===== src/rtl/cseq_pkg.sv =====
`timescale 1ns/1ps
package cseq_pkg;
   // engine numbering equals opcode value
   typedef enum logic [2:0] {
      OP_HOST_RD = 3'd0,
      OP_WGT_RD  = 3'd1,
      OP_MATMUL  = 3'd2,
      OP_ACT     = 3'd3,
      OP_HOST_WR = 3'd4
   } opc_e;

   typedef enum logic {
      SQ_IDLE = 1'b0,
      SQ_WAIT = 1'b1
   } sq_state_e;
endpackage


===== src/rtl/cseq_fifo.sv =====
`timescale 1ns/1ps
module cseq_fifo #(
   parameter int unsigned W     = 19,
   parameter int unsigned DEPTH = 16
) (
   input  logic         clk,
   input  logic         rst,
   input  logic         push,
   input  logic [W-1:0] din,
   input  logic         pop,
   output logic [W-1:0] head,
   output logic         empty,
   output logic         full
);
   localparam int unsigned PTR_W = (DEPTH > 1) ? $clog2(DEPTH) : 1;
   localparam int unsigned CNT_W = PTR_W + 1;

   if (DEPTH < 2 || (DEPTH & (DEPTH - 1)) != 0) begin : g_bad_depth
      $error("cseq_fifo: DEPTH must be a power of two of at least 2");
   end
   if (W < 1) begin : g_bad_width
      $error("cseq_fifo: W must be positive");
   end

   logic [W-1:0]     mem_q [DEPTH];
   logic [PTR_W-1:0] wp_q, rp_q;
   logic [CNT_W-1:0] cnt_q;
   logic             do_push, do_pop;

   assign empty   = (cnt_q == '0);
   assign full    = (cnt_q == CNT_W'(DEPTH));
   assign do_push = push && !full;
   assign do_pop  = pop && !empty;
   assign head    = mem_q[rp_q];

   always_ff @(posedge clk) begin
      if (do_push) mem_q[wp_q] <= din;
   end

   always_ff @(posedge clk) begin
      if (rst) begin
         wp_q  <= '0;
         rp_q  <= '0;
         cnt_q <= '0;
      end else begin
         if (do_push) wp_q <= wp_q + 1'b1;
         if (do_pop)  rp_q <= rp_q + 1'b1;
         case ({do_push, do_pop})
            2'b10:   cnt_q <= cnt_q + 1'b1;
            2'b01:   cnt_q <= cnt_q - 1'b1;
            default: cnt_q <= cnt_q;
         endcase
      end
   end

   // occupancy never exceeds capacity
   a_r2_no_overflow: assert property (@(posedge clk) disable iff (rst)
      cnt_q <= CNT_W'(DEPTH));
   // the sequencer never takes from an empty queue
   a_r2_no_underflow: assert property (@(posedge clk) disable iff (rst)
      pop |-> !empty);
endmodule


===== src/rtl/cseq_decode.sv =====
`timescale 1ns/1ps
module cseq_decode #(
   parameter int unsigned OPC_W = 3,
   parameter int unsigned ARG_W = 16,
   parameter int unsigned N_ENG = 5
) (
   input  logic [OPC_W+ARG_W-1:0] word,
   output logic [N_ENG-1:0]       sel,
   output logic                   op_ok,
   output logic [ARG_W-1:0]       arg
);
   if (N_ENG > (1 << OPC_W)) begin : g_bad_eng
      $error("cseq_decode: more engines than opcode values");
   end

   logic [OPC_W-1:0] opc;
   assign opc = word[OPC_W-1:0];
   assign arg = word[OPC_W +: ARG_W];

   for (genvar e = 0; e < N_ENG; e++) begin : g_sel
      assign sel[e] = (opc == OPC_W'(e));
   end

   assign op_ok = |sel;
endmodule


===== src/rtl/cseq_ctrl.sv =====
`timescale 1ns/1ps
module cseq_ctrl
   import cseq_pkg::*;
#(
   parameter int unsigned N_ENG = 5,
   parameter int unsigned ARG_W = 16
) (
   input  logic             clk,
   input  logic             rst,
   input  logic             head_valid,
   input  logic             op_ok,
   input  logic [N_ENG-1:0] sel,
   input  logic [ARG_W-1:0] arg_in,
   input  logic [N_ENG-1:0] eng_done,
   output logic             pop,
   output logic [N_ENG-1:0] eng_start,
   output logic [ARG_W-1:0] eng_arg,
   output logic             bad_opc,
   output logic             in_flight
);
   sq_state_e        st_q;
   logic [N_ENG-1:0] cur_q;
   logic [N_ENG-1:0] start_q;
   logic [ARG_W-1:0] arg_q;
   logic             bad_q;
   logic             retire;

   assign pop       = (st_q == SQ_IDLE) && head_valid;
   assign retire    = (st_q == SQ_WAIT) && |(eng_done & cur_q);
   assign eng_start = start_q;
   assign eng_arg   = arg_q;
   assign bad_opc   = bad_q;
   assign in_flight = (st_q == SQ_WAIT);

   always_ff @(posedge clk) begin
      if (rst) begin
         st_q    <= SQ_IDLE;
         cur_q   <= '0;
         start_q <= '0;
         arg_q   <= '0;
         bad_q   <= 1'b0;
      end else begin
         start_q <= '0;
         case (st_q)
            SQ_IDLE: begin
               if (head_valid) begin
                  if (op_ok) begin
                     start_q <= sel;
                     cur_q   <= sel;
                     arg_q   <= arg_in;
                     st_q    <= SQ_WAIT;
                  end else begin
                     bad_q <= 1'b1;
                  end
               end
            end
            SQ_WAIT: begin
               if (retire) st_q <= SQ_IDLE;
            end
            default: st_q <= SQ_IDLE;
         endcase
      end
   end

   // never more than one engine started
   a_r5_onehot: assert property (@(posedge clk) disable iff (rst)
      $onehot0(eng_start));
   // start lasts a single cycle
   a_r5_pulse: assert property (@(posedge clk) disable iff (rst)
      (|eng_start) |=> (eng_start == '0));
   // no new start while the current engine has not finished
   a_r6_hold_issue: assert property (@(posedge clk) disable iff (rst)
      ((st_q == SQ_WAIT) && !(|(eng_done & cur_q))) |=> (eng_start == '0));
   // operand stays put during the wait
   a_r3_arg_stable: assert property (@(posedge clk) disable iff (rst)
      (st_q == SQ_WAIT) |=> ((st_q != SQ_WAIT) || $stable(eng_arg)));
   // unused opcode flagged and not started
   a_r7_bad_flag: assert property (@(posedge clk) disable iff (rst)
      ((st_q == SQ_IDLE) && head_valid && !op_ok) |=> (bad_opc && eng_start == '0));
   // flag is sticky
   a_r7_sticky: assert property (@(posedge clk) disable iff (rst)
      bad_opc |=> bad_opc);
endmodule


===== src/rtl/cisc_issue_seq.sv =====
`timescale 1ns/1ps
module cisc_issue_seq #(
   parameter int unsigned WORD_W = 32,
   parameter int unsigned OPC_W  = 3,
   parameter int unsigned ARG_W  = 16,
   parameter int unsigned N_ENG  = 5,
   parameter int unsigned DEPTH  = 16
) (
   input  logic              clk,
   input  logic              rst,
   input  logic              wr_valid,
   input  logic [WORD_W-1:0] wr_data,
   output logic              wr_ready,
   output logic [N_ENG-1:0]  eng_start,
   output logic [ARG_W-1:0]  eng_arg,
   input  logic [N_ENG-1:0]  eng_done,
   output logic              busy,
   output logic              bad_opc
);
   localparam int unsigned KEEP_W = OPC_W + ARG_W;

   if (KEEP_W >= WORD_W) begin : g_bad_word
      $error("cisc_issue_seq: opcode and operand must leave reserved bits");
   end

   logic [KEEP_W-1:0] head;
   logic              empty, full, pop;
   logic [N_ENG-1:0]  sel;
   logic              op_ok;
   logic [ARG_W-1:0]  arg;
   logic              in_flight;
   logic              unused_resv;

   assign unused_resv = ^wr_data[WORD_W-1:KEEP_W];

   cseq_fifo #(.W(KEEP_W), .DEPTH(DEPTH)) u_fifo (
      .clk   (clk),
      .rst   (rst),
      .push  (wr_valid),
      .din   (wr_data[KEEP_W-1:0]),
      .pop   (pop),
      .head  (head),
      .empty (empty),
      .full  (full)
   );

   cseq_decode #(.OPC_W(OPC_W), .ARG_W(ARG_W), .N_ENG(N_ENG)) u_dec (
      .word  (head),
      .sel   (sel),
      .op_ok (op_ok),
      .arg   (arg)
   );

   cseq_ctrl #(.N_ENG(N_ENG), .ARG_W(ARG_W)) u_ctrl (
      .clk        (clk),
      .rst        (rst),
      .head_valid (!empty),
      .op_ok      (op_ok),
      .sel        (sel),
      .arg_in     (arg),
      .eng_done   (eng_done),
      .pop        (pop),
      .eng_start  (eng_start),
      .eng_arg    (eng_arg),
      .bad_opc    (bad_opc),
      .in_flight  (in_flight)
   );

   assign wr_ready = !full;
   assign busy     = in_flight || !empty;

   // a start implies the block reports busy
   a_r8_busy_on_start: assert property (@(posedge clk) disable iff (rst)
      (|eng_start) |-> busy);
   // reset leaves an empty, idle sequencer
   a_r9_reset_idle: assert property (@(posedge clk)
      rst |=> (!busy && wr_ready && eng_start == '0 && !bad_opc));
endmodule


===== config.mk =====
export PLATFORM = sky130hd
export DESIGN_NAME = cisc_issue_seq
export DESIGN_NICKNAME = d
export VERILOG_FILES = /design/src/rtl/cseq_pkg.sv /design/src/rtl/cseq_fifo.sv /design/src/rtl/cseq_decode.sv /design/src/rtl/cseq_ctrl.sv /design/src/rtl/cisc_issue_seq.sv
export SDC_FILE = /design/constraint.sdc
export NUM_CORES = 1
export LEC_CHECK = 0
export CORE_MARGIN = 2
export CORE_UTILIZATION = 58
export DETAILED_ROUTE_END_ITERATION = 16
export GPL_TIMING_DRIVEN = 0
export PLACE_DENSITY = 0.88
export SYNTH_ARGS = -nofsm -noshare
export SYNTH_HDL_FRONTEND = slang
export SYNTH_HIERARCHICAL = 1
export SYNTH_SLANG_ARGS = --single-unit

===== constraint.sdc =====
create_clock -name clk -period 8.5 [get_ports clk]
set_clock_uncertainty 0.1 [all_clocks]
set_input_delay 2.125 -clock clk [delete_from_list [all_inputs] [get_ports clk]]
set_output_delay 2.125 -clock clk [all_outputs]
set_load 0.05 [all_outputs]

==> flow_metrics.py, run 1 <==
metrics = {
    "routing": {
        "drt-initial-drc-count": 790,
        "vias": 7303,
        "ant_nets": 0,
        "totalWireLength_um": 31800,
        "avgRoutedWirePerCell_um": 28.9,
        "drc_errors": 0,
        "vias_per_cell": 6.66,
        "dr.pass1.iters": 5,
    },
    "final_layout": {
        "seqCellArea_mm2": 0.0100,
        "utilization_pct": 69.1,
        "multi_input_area_mm2": 0.00312,
        "nNetsFinal": 836,
        "syn_to_final_growth_pct": 16.7,
        "final_cells": 1097,
        "final_common_cell": "edfxtp_1",
        "layout_common_cells": "edfxtp_1 (304), mux4_2 (76), clkdlybuf4s50_1 (50), dfxtp_1 (45), a22oi_1 (38)",
        "diodes": 0,
        "drive_gt1_share_pct": 25.2,
        "fill_cells": 1262,
    },
    "floorplan": {
        "ioPinCount": 64,
        "rows": 55,
        "core_mm2": 0.0227,
        "die_area_mm2": 0.0244,
        "dieWidth_um": 156,
        "initial_utilization_pct": 59.2,
        "die_height_um": 156,
    },
    "power": {
        "power.leakage_nw": 5.20,
        "combPwrFrac_pct": 23.3,
        "powerDensity_mw_per_mm2": 285,
        "ir_worst_vdd_uv": 175,
        "power.switching_mw": 1.27,
        "seq_power_share_pct": 45.2,
        "p_int_mw": 3.21,
        "p_sw_share_pct": 28.4,
        "p_clk_share_pct": 31.6,
    },
    "global_routing": {
        "grt-busiest-layer": "met2",
        "met2_usage_pct": 45.9,
        "grtUsageMet3_pct": 5.57,
        "grt_first_pass_wirelength_um": 47400,
        "grt_util_met1_pct": 34.1,
        "groute.usage.overall_pct": 27.0,
        "antenna_found_initial": 0,
        "grt_pass1_vias": 7472,
        "overflow": 0,
        "grt_max_degree": 17,
    },
    "placement": {
        "gp_congestion": 0.771,
        "placed_cells": 1040,
        "dp_hpwl_um": 19200,
        "port_buffers": 50,
    },
    "synthesis": {
        "synth-seq-area-share_pct": 74.6,
        "post-synth-top-area-fraction_pct": 67.9,
        "synth.avg_cell_area_um2": 19.6,
        "synthArstFlopShare_pct": 0,
        "syn_area_mm2": 0.0135,
        "synth-main-ff-cell": "edfxtp_1",
        "syn_inst": 685,
        "syn-num-nets": 733,
        "yosysWarnings": 6,
        "synth.area.top_cells": "edfxtp_1 (68%), mux4_2 (13%), dfxtp_1 (6.7%), a22oi_1 (2.1%), a22o_1 (1.1%)",
        "ys_ff_latch": 349,
        "synth_top_cell_by_area": "edfxtp_1",
        "synth_cell_types": 49,
        "synth_enable_flop_cells": 304,
    },
    "critical_path": {
        "reg2reg_depth": 9,
        "critPathSlowestCell": "clkdlybuf4s50_1",
        "endpoint_kind": "output pin",
        "critPathRequiredTime_ns": 6.28,
        "crit_family": "buffers and inverters",
        "cp_num_cells": 6,
        "path_buf_inv": 3,
        "cp.arrival_ns": 2.56,
        "critPathMaxFanout": 9,
        "critPathLaunchType": "flop",
        "critPathKind": "reg2out",
        "worstPathCellList": "buf_2 -> or4_4 -> buf_6 -> nor2_1 -> nand2b_1 -> clkdlybuf4s50_1",
        "slowest_delay_ns": 0.69,
    },
    "timing": {
        "slew_violations": 0,
        "max_freq_mhz": 209,
        "worst_pin_slew_ns": 0.970,
        "hold_ws_ns": 0.353,
        "hold_viol_final": 0,
        "setup_tns_ns": 0,
        "timing.final.crit_period_ns": 4.78,
        "relSlewSlack_pct": 35.1,
        "rsz0062_at_grt": "no",
        "setup_viol": 0,
        "fin_crit_sh_pct": 56.3,
    },
    "status": {
        "status": "completed",
    },
    "min_path": {
        "hp-class": "reg2reg",
        "min_path_cells": 1,
    },
    "clocking": {
        "cts.repair.resized": 0,
        "clock-root-buffer": "clkbuf_16",
        "path_clk_slew_ns": 0.07,
        "cts_setup_buffers": 0,
        "ctsHoldBuffers": 0,
        "cts_sinks": 349,
        "cts_made_buffers": 31,
        "cts_tree": "yes",
        "clock_latency_ns": 0.56,
        "cts_buffer_depth": 3,
        "cts-htree-levels": 1,
    },
    "job": {
        "cap_viol_max_count": 0,
    },
}
==> metrics by stage <==
| step | cell area, µm² | setup slack, ns | total power [mW] |
|---|---|---|---|
| after detailed placement | 14700 | 3.60 | 3.07 |
| after floorplan | 13500 | 4.28 | 2.76 |
| after global placement | 14300 | 2.30 | 3.01 |
| final | 15700 | 3.72 | 4.48 |
| after CTS | 15700 | 3.72 | 4.49 |
| after global routing | 15700 | 3.64 | 4.62 |
==> sequential cells by signal, summed over array words and instances, names as in the netlist, named ones only <==
signal,count
u_fifo/mem_q,304
u_ctrl/eng_arg,16
u_ctrl/cur_q,5
u_ctrl/eng_start,5
u_fifo/cnt_q,5
u_fifo/rp_q,4
u_fifo/wp_q,4
u_ctrl/bad_opc,1
u_ctrl/in_flight,1
==> logic make-up after synthesis <==
family                   synth area share, %
adder cells (fa/ha/maj)                0.744
AO/OA/AOI/OAI                           4.95
XOR/XNOR                               0.521
buffers and inverters                   2.60
AND/OR/NAND/NOR                         3.59
flip-flops                              74.6
multiplexers                            13.0
==> cells in the mapped netlist, drive strengths merged (2+ instances only) <==
master	instances
o21a	3
nand2b	4
edfxtp	304
a22o	17
and3b	2
nor2	35
a221oi	2
and3	2
buf	39
o21ai	3
dfxtp	45
nor3b	3
a22oi	38
nor3	7
mux2i	3
a21oi	4
and2	6
inv	11
nor2b	3
nand2	26
xor2	7
a21o	6
mux4	76
o211ai	4
ha	8
or4	2
clkbuf	14
==> final cells by class <==
type | count | area share, %
Buffer | 53 | 1.96
Clock buffer | 35 | 5.04
Clock inverter | 22 | 1.46
Inverter | 11 | 0.263
Multi-Input combinational cell | 272 | 19.9
Sequential cell | 349 | 63.9
Tap cell | 285 | 2.27
Timing Repair Buffer | 70 | 5.23
==> per-layer routing <==
| metal | vias up | wire length, µm | part of all wire (%) |
|---|---|---|---|
| li1 | 2968 | - | - |
| met1 | 3683 | 11200 | 35 |
| met2 | 539 | 16300 | 51 |
| met3 | 113 | 3110 | 9.8 |
| met4 | 0 | 1220 | 3.8 |
| met5 | - | 0 | 0 |
==> worst paths after layout <==
kind                                      start           endpoint  slack [ns]
worst max-delay path            u_fifo/cnt_q[2]               busy        3.72
worst min-delay path            u_ctrl/cur_q[3]    u_ctrl/cur_q[3]        0.35
worst max register to register             flop  u_ctrl/eng_arg[1]        4.68
worst min register to register  u_ctrl/cur_q[3]    u_ctrl/cur_q[3]        0.35
==> worst register-to-register path, cell delays in order (launching register included) <==
cell and delay (ns):
dfxtp_1 0.45, buf_2 0.34, buf_1 0.53, mux4_2 0.44, a22oi_1 0.34, nand2_1 0.24, o21ai_0 0.43, and4bb_4 0.32
buf_2 0.31, a22o_1 0.26
==> power groups by stage <==
stage	Sequential [mW]	Combinational [mW]	Clock, mW
finish	2.02	1.04	1.41
floorplan	2.18	0.581	0
global placement	2.05	0.966	0
CTS	2.02	1.04	1.42
detailed placement	2.05	1.02	0
global route	2.03	1.10	1.48
Power figures use the tool's default switching activity.
==> run 2: changes to the inputs <==
clock period = 5 ns   (was 8.5 ns; I/O delays follow)
==> run 2 against run 1 <==
  * Sequential power increased by 70%
  * Power grew 70%
  * Largest cell class unchanged
  * Largest power group unchanged
  * Critical path depth unchanged
  * Wire length barely moved
  * Worst setup slack got worse by 2.6 ns
==> flow_metrics.py, run 2 (same netlist as run 1, synthesis figures left out) <==
metrics = {
    "routing": {
        "drt-initial-drc-count": 874,
        "vias_per_cell": 6.66,
        "drc_errors": 0,
        "avgRoutedWirePerCell_um": 28.9,
        "dr.pass1.iters": 5,
        "vias": 7308,
        "totalWireLength_um": 31700,
        "ant_nets": 0,
    },
    "placement": {
        "port_buffers": 50,
        "gp_congestion": 0.771,
        "dp_hpwl_um": 19200,
    },
    "global_routing": {
        "overflow": 0,
        "grt_max_degree": 17,
        "antenna_found_initial": 0,
        "groute.usage.overall_pct": 27.0,
        "grt_first_pass_wirelength_um": 47300,
        "grt_pass1_vias": 7459,
    },
    "power": {
        "power.switching_mw": 2.16,
        "seq_power_share_pct": 45.2,
        "powerDensity_mw_per_mm2": 485,
        "power.leakage_nw": 5.20,
        "p_int_mw": 5.45,
        "p_clk_share_pct": 31.5,
        "combPwrFrac_pct": 23.3,
        "p_sw_share_pct": 28.4,
        "p_total_mw": 7.61,
        "ir_worst_vdd_uv": 298,
    },
    "final_layout": {
        "largest_register": "u_fifo/mem_q",
        "nNetsFinal": 836,
        "fill_cells": 1262,
        "final_common_cell": "edfxtp_1",
        "layout_common_cells": "edfxtp_1 (304), mux4_2 (76), clkdlybuf4s50_1 (50), dfxtp_1 (45), a22oi_1 (38)",
        "syn_to_final_growth_pct": 16.7,
        "diodes": 0,
        "largest_reg_flops": 304,
        "drive_gt1_share_pct": 25.2,
    },
    "clocking": {
        "cts-htree-levels": 1,
        "ctsHoldBuffers": 0,
        "cts.repair.resized": 0,
        "cts_tree": "yes",
        "path_clk_slew_ns": 0.07,
        "clock_latency_ns": 0.56,
        "cts_made_buffers": 31,
        "cts_buffer_depth": 3,
        "clock-root-buffer": "clkbuf_16",
        "cts_setup_buffers": 0,
        "cts_sinks": 349,
    },
    "timing": {
        "slew_violations": 0,
        "hold_viol_final": 0,
        "fin_crit_sh_pct": 78.0,
        "relSlewSlack_pct": 33.5,
        "setup_tns_ns": 0,
        "worst_pin_slew_ns": 0.994,
        "timing.final.crit_period_ns": 3.90,
        "max_freq_mhz": 256,
        "rsz0062_at_grt": "no",
        "setup_viol": 0,
    },
    "critical_path": {
        "worstPathCellList": "buf_2 -> or4_4 -> buf_6 -> nor2_1 -> nand2b_1 -> clkdlybuf4s50_1",
        "critPathRequiredTime_ns": 3.65,
        "critPathKind": "reg2out",
        "critPathMaxFanout": 9,
        "cp.arrival_ns": 2.55,
        "slowest_delay_ns": 0.69,
        "path_buf_inv": 3,
        "critPathLaunchType": "flop",
        "endpoint_kind": "output pin",
        "crit_family": "buffers and inverters",
        "critPathSlowestCell": "clkdlybuf4s50_1",
    },
    "floorplan": {
        "die_height_um": 156,
        "ioPinCount": 64,
        "die_area_mm2": 0.0244,
        "dieWidth_um": 156,
        "core_mm2": 0.0227,
        "rows": 55,
        "initial_utilization_pct": 59.2,
    },
    "status": {
        "status": "completed",
    },
    "min_path": {
        "hp-class": "reg2reg",
    },
    "job": {
        "cap_viol_max_count": 0,
    },
}
[run 2: power by group through the flow]
stage	Clock, mW	Combinational, mW	Sequential (mW)
2_1_floorplan	0	0.988	3.71
3_3_place_gp	0	1.64	3.48
3_5_place_dp	0	1.73	3.49
4_1_cts	2.42	1.77	3.44
5_1_grt	2.52	1.88	3.45
6_report	2.40	1.77	3.44
[run 2: per-stage QoR]
stage	instance area (µm²)	setup WS (ns)	hold slack (ns)	cells	utilization (%)
CTS	15700	1.09	0.354	1097	69.1
global placement	14300	-0.328	0.338	1020	63.0
detailed placement	14700	0.979	0.340	1040	64.6
global route	15700	1.01	0.362	1097	69.1
finish	15700	1.10	0.353	1097	69.1
floorplan	13500	1.66	0.326	685	-
[run 2: path summary, 6_finish.rpt]
check             cells past startpoint             from  slack [ns]           endpoint
setup reg to reg                      9             flop        1.17  u_ctrl/eng_arg[1]
hold / removal                        1  u_ctrl/cur_q[3]        0.35    u_ctrl/cur_q[3]
setup / recovery                      6  u_fifo/cnt_q[2]        1.10               busy
hold reg to reg                       1  u_ctrl/cur_q[3]        0.35    u_ctrl/cur_q[3]
[run 2: final cells by class]
| cell class | instances | area, µm² | share of cell area [%] |
|---|---|---|---|
| Buffer | 53 | 308 | 1.96 |
| Clock buffer | 35 | 791 | 5.04 |
| Clock inverter | 22 | 229 | 1.46 |
| Inverter | 11 | 41.3 | 0.263 |
| Multi-Input combinational cell | 272 | 3120 | 19.9 |
| Sequential cell | 349 | 10000 | 63.9 |
| Tap cell | 285 | 357 | 2.27 |
| Timing Repair Buffer | 70 | 821 | 5.23 |
[run 2: layer usage]
metal,share of wire [%],track usage (%),wire [µm],up-vias
met3,9.9,5.57,3160,119
met5,0,0,0,-
li1,-,-,-,2970
met4,4.2,11.6,1340,0
met2,51,46.0,16200,538
met1,35,34.1,11000,3681
